File: src/rtl/strm_framer_pkg.sv
package strm_framer_pkg;

   // Register selected by the configuration write port
   typedef enum logic {
      CFG_LEN   = 1'b0,
      CFG_BYTES = 1'b1
   } cfg_sel_e;

endpackage

File: src/rtl/strm_skid.sv
// Output register with one skid slot behind it. The upstream ready is a
// register: it drops only once the skid slot holds a beat.
module strm_skid #(
   parameter int W = 32
) (
   input  logic         clk,
   input  logic         rst,
   input  logic [W-1:0] in_data,
   input  logic         in_valid,
   output logic         in_ready,
   output logic [W-1:0] out_data,
   output logic         out_valid,
   input  logic         out_ready
);

   logic         slot_full;
   logic [W-1:0] slot_data;
   logic         head_full;
   logic [W-1:0] head_data;
   logic         take;
   logic         head_free;

   assign in_ready  = ~slot_full;
   assign take      = in_valid & ~slot_full;
   assign head_free = ~head_full | out_ready;

   always_ff @(posedge clk) begin
      if (rst) begin
         head_full <= 1'b0;
         slot_full <= 1'b0;
      end else if (head_free) begin
         if (slot_full) begin
            head_full <= 1'b1;
            slot_full <= 1'b0;
         end else begin
            head_full <= take;
         end
      end else if (take) begin
         slot_full <= 1'b1;
      end
   end

   always_ff @(posedge clk) begin
      if (head_free) begin
         head_data <= slot_full ? slot_data : in_data;
      end
      if (!head_free && take) begin
         slot_data <= in_data;
      end
   end

   assign out_data  = head_data;
   assign out_valid = head_full;

endmodule

File: src/rtl/strm_frame_ctl.sv
// Configuration registers, per-packet snapshot, beat counter and last/keep.
module strm_frame_ctl
   import strm_framer_pkg::*;
#(
   parameter int LEN_W  = 16,
   parameter int KEEP_W = 4
) (
   input  logic              clk,
   input  logic              rst,
   input  logic              cfg_we,
   input  cfg_sel_e          cfg_sel,
   input  logic [LEN_W-1:0]  cfg_wdata,
   input  logic              beat_valid,
   input  logic              beat_ready,
   output logic              beat_last,
   output logic [KEEP_W-1:0] beat_keep
);

   localparam int BC_W = $clog2(KEEP_W + 1);
   localparam logic [LEN_W-1:0] KEEP_MAX_L = LEN_W'(KEEP_W);
   localparam logic [BC_W-1:0]  KEEP_MAX_B = BC_W'(KEEP_W);

   logic [LEN_W-1:0]  len_prog, len_act, beat_cnt;
   logic [BC_W-1:0]   byt_prog, byt_act;
   logic              at_end, fire, snap;
   logic [KEEP_W-1:0] tail_mask;

   // Software-visible registers, with the 0 and out-of-range substitutions
   always_ff @(posedge clk) begin
      if (rst) begin
         len_prog <= LEN_W'(1);
         byt_prog <= KEEP_MAX_B;
      end else if (cfg_we) begin
         if (cfg_sel == CFG_LEN) begin
            len_prog <= (cfg_wdata == '0) ? LEN_W'(1) : cfg_wdata;
         end else begin
            byt_prog <= (cfg_wdata == '0 || cfg_wdata > KEEP_MAX_L)
                        ? KEEP_MAX_B : cfg_wdata[BC_W-1:0];
         end
      end
   end

   assign fire   = beat_valid & beat_ready;
   assign at_end = (beat_cnt == len_act - LEN_W'(1));
   // Take a new snapshot at a packet boundary or while idle before a first beat
   assign snap   = (fire & at_end) | ((beat_cnt == '0) & ~beat_valid);

   always_ff @(posedge clk) begin
      if (rst) begin
         len_act  <= LEN_W'(1);
         byt_act  <= KEEP_MAX_B;
         beat_cnt <= '0;
      end else begin
         if (snap) begin
            len_act <= len_prog;
            byt_act <= byt_prog;
         end
         if (fire) begin
            beat_cnt <= at_end ? '0 : beat_cnt + LEN_W'(1);
         end
      end
   end

   // Low-aligned mask of byt_act ones
   for (genvar i = 0; i < KEEP_W; i++) begin : g_mask
      assign tail_mask[i] = (BC_W'(i) < byt_act);
   end

   assign beat_last = beat_valid & at_end;
   assign beat_keep = beat_last ? tail_mask : '1;

endmodule

File: src/rtl/strm_framer.sv
module strm_framer
   import strm_framer_pkg::*;
#(
   parameter int DATA_W = 32,
   parameter int LEN_W  = 16
) (
   input  logic                clk,
   input  logic                rst,
   input  logic                cfg_we,
   input  logic                cfg_sel,
   input  logic [LEN_W-1:0]    cfg_wdata,
   input  logic [DATA_W-1:0]   s_data,
   input  logic                s_valid,
   output logic                s_ready,
   output logic [DATA_W-1:0]   m_data,
   output logic                m_valid,
   input  logic                m_ready,
   output logic                m_last,
   output logic [DATA_W/8-1:0] m_keep
);

   localparam int KEEP_W = DATA_W / 8;

   if (DATA_W % 8 != 0) begin : g_bad_width
      $error("strm_framer: DATA_W must be a whole number of bytes");
   end
   if (KEEP_W < 1 || KEEP_W > 16) begin : g_bad_keep
      $error("strm_framer: byte mask must be 1 to 16 bits");
   end
   if (LEN_W < $clog2(KEEP_W + 1)) begin : g_bad_len
      $error("strm_framer: LEN_W too narrow to hold a byte count");
   end

   logic m_valid_i;

   strm_skid #(.W(DATA_W)) u_skid (
      .clk       (clk),
      .rst       (rst),
      .in_data   (s_data),
      .in_valid  (s_valid),
      .in_ready  (s_ready),
      .out_data  (m_data),
      .out_valid (m_valid_i),
      .out_ready (m_ready)
   );

   strm_frame_ctl #(.LEN_W(LEN_W), .KEEP_W(KEEP_W)) u_ctl (
      .clk        (clk),
      .rst        (rst),
      .cfg_we     (cfg_we),
      .cfg_sel    (cfg_sel_e'(cfg_sel)),
      .cfg_wdata  (cfg_wdata),
      .beat_valid (m_valid_i),
      .beat_ready (m_ready),
      .beat_last  (m_last),
      .beat_keep  (m_keep)
   );

   assign m_valid = m_valid_i;

endmodule

File: config.mk
export PLATFORM = sky130hd
export DESIGN_NAME = strm_framer
export DESIGN_NICKNAME = d
export VERILOG_FILES = /design/src/rtl/strm_framer_pkg.sv /design/src/rtl/strm_skid.sv /design/src/rtl/strm_frame_ctl.sv /design/src/rtl/strm_framer.sv
export SDC_FILE = /design/constraint.sdc
export NUM_CORES = 1
export LEC_CHECK = 0
export ABC_CLOCK_PERIOD_IN_PS = 6630
export BUFFER_PORTS_ARGS = -buffer_cell sky130_fd_sc_hd__buf_2
export CAP_MARGIN = 25
export CORE_MARGIN = 2
export CORE_UTILIZATION = 38
export DETAILED_ROUTE_END_ITERATION = 10
export SYNTH_ARGS = -nofsm -noshare
export SYNTH_HDL_FRONTEND = slang
export SYNTH_SLANG_ARGS = --single-unit
File: constraint.sdc
create_clock -name clk -period 6.63 [get_ports clk]
set_input_delay 1.6575 -clock clk [delete_from_list [all_inputs] [get_ports clk]]
set_output_delay 1.6575 -clock clk [all_outputs]
set_load 0.02 [all_outputs]
# Word-level counts from Yosys, hierarchy flattened

Index checks and enable logic that the tools add are counted.

Word-level logic and storage cells: 41
Memory bits (read-only): 0
Bits in latches: 0
RAM bits: 0
Memories: 0
Bits in registers: 120

Multiply operators: 0
Magnitude comparators: 5
Equal/unequal tests: 1
Bitwise logic cells: 10
Reduce and logical (&&, ||, !) cells: 8
Div/mod/pow operators: 0
Add/subtract/negate cells: 2
Shift operators: 0
Muxes and demuxes: 6

Operator list:

| cell                  | count |
|---|---|
| $logic_not 16->1      | 2 |
| $mux 16               | 2 |
| $mux 32               | 1 |
| $add 16x1->16 const B | 1 |
| $eq 16x16->1          | 1 |
| $gt 16x3->1 const B   | 1 |
| $sub 16x1->16 const B | 1 |
| $lt 1x3->1 const A    | 2 |
| $lt 2x3->1 const A    | 2 |
| $and 1x1->1           | 5 |
| $mux 4                | 1 |
| $reduce_and 2->1      | 2 |
| $mux 3                | 1 |
| $not 1->1             | 3 |
| $or 1x1->1            | 2 |
| $reduce_or 2->1       | 1 |
| $logic_and 1x1->1     | 1 |
| $logic_not 1->1       | 1 |
| $logic_or 1x1->1      | 1 |
| $mux 1                | 1 |

# Logic depth before layout (Yosys ltp)

Gate-level depths: netlist of run 1.

Depth after elaboration: 4
Depth in mapped cells: 11
Depth with buffers taken out: 9

# Cells and area by module

A second synthesis of run 1 with hierarchy kept.

Cell total of the unflattened synthesis: 474
Area total of the unflattened synthesis: 5459.0 µm²

By module, submodules not included:

| module         | times used | cells an instance | area an instance (µm²) | seq. area each (µm²) |
|---|---|---|---|---|
| strm_frame_ctl | 1          | 366               | 2937.8                 | 1081.0 |
| strm_skid      | 1          | 108               | 2521.2                 | 1961.9 |

# Worst setup path after synthesis of run 1

OpenSTA, ideal clock, no wires.

Path type: in2reg
Start point: input port m_ready
End point: register u_skid.slot_data[0], enable pin
Path buffers: 0
Slack: 1.198 ns
Stages: 2
Required time: 6.162 ns
Library setup time: 0.468 ns
Data arrival time: 4.964 ns
Cells stage by stage: nand2b_1 -> nor3b_1

Word-level cells in the longest chain between the ends: 3

Ends and longest elaborated chain:

| what                   | line              | source |
|---|---|---|
| start: declaration     | strm_framer.sv:17 | `input logic m_ready,` |
| $or 1x1->1             | strm_skid.sv:25   | `assign head_free = ~head_full \| out_ready;` |
| $logic_not 1->1        | strm_skid.sv:47   | `if (!head_free && take) begin` |
| $logic_and 1x1->1      | strm_skid.sv:47   |  |
| end signal: assignment | strm_skid.sv:48   | `slot_data <= in_data;` |
| end: declaration       | strm_skid.sv:17   | `logic [W-1:0] slot_data;` |

No other way between the ends.
A chain may end at the register's enable or synchronous reset.

# Worst setup path in the final report of run 1

Start point: register u_ctl.len_act[0]
End point: output port m_last

Word-level cells in the longest chain between the ends: 3

Ends and longest elaborated chain:

| what                     | line                 | source |
|---|---|---|
| start: declaration       | strm_frame_ctl.sv:23 | `logic [LEN_W-1:0] len_prog, len_act, beat_cnt;` |
| start signal: assignment | strm_frame_ctl.sv:55 | `len_act <= len_prog;` |
| $sub 16x1->16            | strm_frame_ctl.sv:44 | `assign at_end = (beat_cnt == len_act - LEN_W'(1));` |
| $eq 16x16->1             | strm_frame_ctl.sv:44 |  |
| $and 1x1->1              | strm_frame_ctl.sv:69 | `assign beat_last = beat_valid & at_end;` |
| end: declaration         | strm_framer.sv:18    | `output logic m_last,` |

No other way between the ends.

==> out/results.ini, run 1 <==
[outcome]
status = completed

[final_layout]
final_cell_mix = 92 x buf_2, 64 x edfxtp_1, 56 x dfxtp_1
mostFrequentLayoutCell = buf_2
fillerInstances = 1277
seq_area_mm2 = 0.003043
drive_above_1_share = 0.2988
diodes = 0
nets = 613
multi_input_area_mm2 = 0.002122
stdcell_count = 749
areaGrowthSynthToFinish_pct = 22.93

[worst_setup_path]
endpoint_kind = primary output
worstPathArrival_ns = 3.55
regToRegStartpoint = u_ctl.len_act[0]$_SDFFE_PP1P_
reg2reg_slack_ns = 3.30
criticalPathCategory = register to primary output
crit_fanout = 6
crit_start = u_ctl.len_act[0]$_SDFFE_PP1P_
setup.worst_path.start_class = register
worstPathRequired_ns = 4.97

[synthesis]
synthFlopType = edfxtp_1
yosysUniqueCellTypes = 49
ys_ff_latch = 120
syn_area_mm2 = 0.005288
avgSynthCellArea_um2 = 11.47
synthesis.nets = 518
seq_area_frac_synth = 0.5755
synth_edf_count = 64
syn_inst = 461
yosysWarnings = 0
async_reset_ff_frac = 0

[route]
drtIter0Drc = 172
drtPass1Iterations = 4
vias = 3686
post_drt_wl_per_cell_um = 14.08
drc = 0
antenna_left = 0
vias_per_cell = 4.921
wl_mm = 10.55

[timing]
holdWs_ns = 0.4553
finalHoldViolCount = 0
tns_ns = 0
maxSlewViolCount = 0
finalClockSkew_ns = 0.008060
relSlewSlack = 0.3908
setup_violations = 0
rsz0062_at_grt = no
period_share = 0.7858
fin_crit_ns = 5.210
clock.fmax_mhz = 192.0
tightest_slew_ns = 0.9119

[cts]
numCtsBuffers = 17
cts_buffer_depth = 2
cts_resized = 0
cts_num_sinks = 120
cts_setup_buffers = 0
clk_latency_ns = 0.41
clk_pin_slew_worst_paths_ns = 0.05
cts_root_buffer = clkbuf_16
cts_tree = yes
h-tree-depth = 4
hold_buffers = 0

[global_routing]
grt-ovfl-total = 0
grt_pass1_wl_mm = 16.93
grt_antenna_before_repair = 0
grt_pass1_vias = 3459
grt_max_degree = 63
grt_use_total = 0.1493

[min_path]
hp-start = u_ctl.len_prog[7]$_SDFFE_PP0P_
hold_class = register to register

[power]
p_per_area_mw_per_mm2 = 290.1
leakagePower_uw = 0.002479
power_uw = 1886
vdd_drop_max_uv = 170.1

[die]
dieArea_mm2 = 0.01487
num_rows = 43
io_pins = 93
die_x_um = 122.0
initial_core_util = 0.3854
die_h_um = 122.0
fp.coreArea_mm2 = 0.01372

[place]
dpl.hpwl_mm = 7.395
dp.cells = 716
place_congestion = 0.8466
port_buffers = 92

[flow_run]
drv_cap = 0

-- cells by family (layout without fill, tap and decap cells) --
family,Yosys count,in the layout,synth area share
xor+xnor,31,31,0.05490
mux,51,51,0.1041
simple gates,184,184,0.1820
flops,120,120,0.5755
buf+inv,28,136,0.02461
compound gates,44,44,0.05182
fa+ha+maj,3,3,0.007100
-- area by class of cell --
cell class / instances / share of cell area
clock buffer: 17 / 0.06545
tap: 180 / 0.03465
multi-input combinational: 313 / 0.3265
inverter: 7 / 0.004042
sequential: 120 / 0.4681
timing repair buffer: 97 / 0.07777
clock inverter: 15 / 0.02348
-- flip-flops by register name, indices dropped and copies added (netlist names) --
| signal | count |
|---|---|
| u_ctl.beat_cnt | 16 |
| u_ctl.byt_act | 3 |
| u_ctl.byt_prog | 3 |
| u_ctl.len_act | 16 |
| u_ctl.len_prog | 16 |
| u_skid.out_data | 32 |
| u_skid.out_valid | 1 |
| u_skid.slot_data | 32 |
| u_skid.slot_full | 1 |
-- per-stage QoR --
step           cell area (µm²)  setup slack [ns]    util
6_report                  6500             1.420  0.4738
5_1_grt                   6500             1.190  0.4738
3_3_place_gp              5899             1.923  0.4300
4_1_cts                   6492             1.374  0.4732
3_5_place_dp              5914             1.830  0.4311
2_1_floorplan             5288             1.198       -
-- worst max-delay path: stages (launching register included) --
cell and delay [ns]:
dfxtp_1 0.36, nor4_2 0.61, nand4b_1 0.23, o21a_2 0.18, or3_1 0.35, or4_1 0.52
nor3_1 0.53, and2_1 0.21, buf_2 0.16
-- synth_stat cells, types with 2 or more instances --
master,number,area share
a211o_1,3,0.0050
a211oi_1,2,0.0028
a21oi_1,27,0.026
and2_1,3,0.0035
and3_1,6,0.0071
buf_1,3,0.0021
clkbuf_1,15,0.011
dfxtp_1,56,0.21
edfxtp_1,64,0.36
ha_1,3,0.0071
inv_1,7,0.0050
mux2_2,32,0.068
mux2i_1,19,0.036
nand2_1,51,0.036
nand2b_1,38,0.045
nand3_1,12,0.011
nand4_1,12,0.014
nor2_1,28,0.020
nor2b_1,2,0.0024
nor3_1,7,0.0066
nor3b_1,2,0.0028
nor4_1,8,0.0095
nor4_2,2,0.0047
or2_2,2,0.0024
or3_1,3,0.0035
or4_1,3,0.0043
xnor2_1,8,0.013
xor2_1,22,0.036
-- final timing paths --
check	cells past startpoint	endpoint
max	8	m_last
min	2	u_ctl.len_prog[7]$_SDFFE_PP0P_
max reg2reg	8	u_ctl.len_act[0]$_SDFFE_PP1P_
min reg2reg	2	u_ctl.len_prog[7]$_SDFFE_PP0P_
-- per-layer routing --
metal  routed length, µm  track usage  vias up
li1                    -            -     1842
met4                 218      0.07040        0
met5                   0            0        -
met1                4769       0.1838     1724
met3                 586      0.04775       16
met2                4970       0.2381      104
-- report_power, final --
group / internal (µW) / switching, µW / total [µW]
clock network: 552 / 329 / 880
logic: 74.5 / 100 / 175
registers: 816 / 15.0 / 831
(Power assumes the default switching activity.)
==> inputs of run 2 (changes only) <==
Settings changed: ABC_CLOCK_PERIOD_IN_PS 6630 to 4900.
Clock period 6.63 ns to 4.9 ns, I/O delays scaled along.
==> run 2 against run 1 <==
Compared with the run above: sequential share of layout area about the same; sequential cell count unchanged; cell count rose by 0.13%; worst hold slack worse by 0.0029 ns; non-clock buffer count is 1 higher; die area did not move; clock power up 35%; setup slack worse by 1.0 ns; clock skew grew 0.00087 ns; combinational power grew 36%; register-to-register slack got worse by 1.5 ns; largest cell class unchanged; highest routed layer unchanged.
==> out/results.ini, run 2 (synthesis gave the netlist of run 1 again) <==
[outcome]
status = completed

[global_routing]
grt_pass1_vias = 3616  ; +4.5%
grt_pass1_wl_mm = 17.51  ; +3.4%
grt_use_total = 0.1522  ; +0.002888
grt_max_degree = 45  ; -29%
grt-ovfl-total = 0  ; unchanged
grt_antenna_before_repair = 0  ; unchanged

[cts]
numCtsBuffers = 17  ; unchanged
cts_resized = 0  ; unchanged
clk_pin_slew_worst_paths_ns = 0.06  ; about the same
h-tree-depth = 4  ; unchanged
cts_root_buffer = clkbuf_16
clk_latency_ns = 0.42  ; about the same
cts_tree = yes
cts_buffer_depth = 2  ; unchanged
cts_num_sinks = 120  ; unchanged
hold_buffers = 0  ; unchanged
cts_setup_buffers = 0  ; unchanged

[worst_setup_path]
criticalPathCategory = register to primary output
worstPathArrival_ns = 3.30  ; -0.25 ns
worst_path_max_delay_cell = nor3b_1
cp_cell_sequence = inv_1, ha_1, nor3b_1, nand4_1, xnor2_1, or4_1, nor3_1, buf_4, and2_1, buf_2
worst_path_dominant_cell_family = simple AND/OR/NAND/NOR gates
worstPathRequired_ns = 3.67  ; -1.30 ns
path_buf_inv = 3  ; +2
critical_path.max_stage_delay_ns = 0.66  ; +0.05 ns
setup.worst_path.start_class = register
crit_fanout = 7  ; +1
endpoint_kind = primary output

[route]
vias_per_cell = 4.937  ; +0.33%
drtIter0Drc = 206  ; +20%
vias = 3703  ; +0.46%
drtPass1Iterations = 4  ; unchanged
drc = 0  ; unchanged
wl_mm = 10.83  ; +2.7%
antenna_left = 0  ; unchanged
post_drt_wl_per_cell_um = 14.44  ; +2.6%

[timing]
finalHoldViolCount = 0  ; unchanged
period_share = 0.9237
fin_crit_ns = 4.526
relSlewSlack = 0.3672  ; -0.02369
tns_ns = 0  ; unchanged
setup_violations = 0  ; unchanged
tightest_slew_ns = 0.9473  ; +0.03546 ns
rsz0062_at_grt = no
finalClockSkew_ns = 0.008932  ; +0.0008714 ns
fin_ws_ns = 0.3739  ; -1.047 ns
clock.fmax_mhz = 220.9
maxSlewViolCount = 0  ; unchanged
holdWs_ns = 0.4524  ; -0.002869 ns

[final_layout]
drive_above_1_share = 0.2965  ; -0.002279
areaGrowthSynthToFinish_pct = 22.81  ; about the same
mostFrequentLayoutCell = buf_2
diodes = 0  ; unchanged
nets = 614  ; +0.16%
fin_util = 0.4733  ; about the same
final_cell_mix = 92 x buf_2, 64 x edfxtp_1, 56 x dfxtp_1
fillerInstances = 1266  ; -0.86%

[min_path]
hold_class = register to register

[die]
fp.coreArea_mm2 = 0.01372  ; unchanged
dieArea_mm2 = 0.01487  ; unchanged
io_pins = 93  ; unchanged
initial_core_util = 0.3854  ; unchanged
die_h_um = 122.0  ; unchanged
num_rows = 43  ; unchanged
die_x_um = 122.0  ; unchanged

[place]
place_ws_ns = 0.7912  ; -1.038 ns
place_congestion = 0.8227  ; -2.8%
dpl.hpwl_mm = 7.537  ; +1.9%
port_buffers = 92  ; unchanged

[power]
netSwitchingFraction = 0.2352  ; about the same
pwr-share-clk = 0.466  ; about the same
p_seq_frac = 0.441  ; about the same
power.internal_uw = 1952  ; +35%
vdd_drop_max_uv = 264.9  ; +56%
p_per_area_mw_per_mm2 = 393.0  ; +35%
leakagePower_uw = 0.002480  ; about the same
pwr-share-comb = 0.093  ; about the same
p_switching_uw = 600.4  ; +35%

[flow_run]
drv_cap = 0  ; unchanged

[run 2: worst paths after layout]
kind	from	to	slack [ns]	depth (start not counted)
max	u_ctl.len_act[0]$_SDFFE_PP1P_	m_last	0.37	10
min	u_ctl.byt_prog[1]$_SDFFE_PP0P_	u_ctl.byt_prog[1]$_SDFFE_PP0P_	0.45	2
max reg2reg	u_ctl.len_act[0]$_SDFFE_PP1P_	u_ctl.len_act[1]$_SDFFE_PP0P_	1.75	10
min reg2reg	u_ctl.byt_prog[1]$_SDFFE_PP0P_	u_ctl.byt_prog[1]$_SDFFE_PP0P_	0.45	2
[run 2: cell type report]
class / count / area [µm²] / share of cell area
Multi-Input combinational cell: 313 / 2128 / 0.3277
Clock buffer: 20 / 436.7 / 0.06724
Clock inverter: 12 / 128.9 / 0.01985
Sequential cell: 120 / 3043 / 0.4686
Timing Repair Buffer: 98 / 505.5 / 0.07784
Inverter: 7 / 26.28 / 0.004046
Tap cell: 180 / 225.2 / 0.03468
[run 2: power groups by stage]
stage | clock network, µW | logic, µW | registers [µW]
5_1_grt | 1260 | 264 | 1130
2_1_floorplan | 0 | 136 | 1170
6_report | 1190 | 238 | 1120
4_1_cts | 1220 | 240 | 1120
3_5_place_dp | 0 | 239 | 1150
3_3_place_gp | 0 | 235 | 1140
[run 2: through the flow]
| stage | power [µW] | std cells | area, µm² |
|---|---|---|---|
| 5_1_grt | 2653 | 750 | 6494 |
| 3_3_place_gp | 1379 | 717 | 5921 |
| 2_1_floorplan | 1305 | 461 | 5293 |
| 6_report | 2552 | 750 | 6494 |
| 3_5_place_dp | 1385 | 717 | 5921 |
| 4_1_cts | 2582 | 749 | 6486 |
[run 2: routing by layer]
layer | track usage | wire length (µm) | share of wire
met5 | 0 | 0 | 0
met4 | 0.07328 | 302 | 0.028
met3 | 0.04682 | 442 | 0.041
met2 | 0.2402 | 5127 | 0.47
met1 | 0.1898 | 4959 | 0.46
[run 2: worst register-to-register path, delay by kind of cell (launching register included)]
family	cells	cell delay, ns
simple gates	3	1.05
compound gates	3	0.88
flops	1	0.37
buf+inv	2	0.33
fa+ha+maj	1	0.21
mux	1	0.16
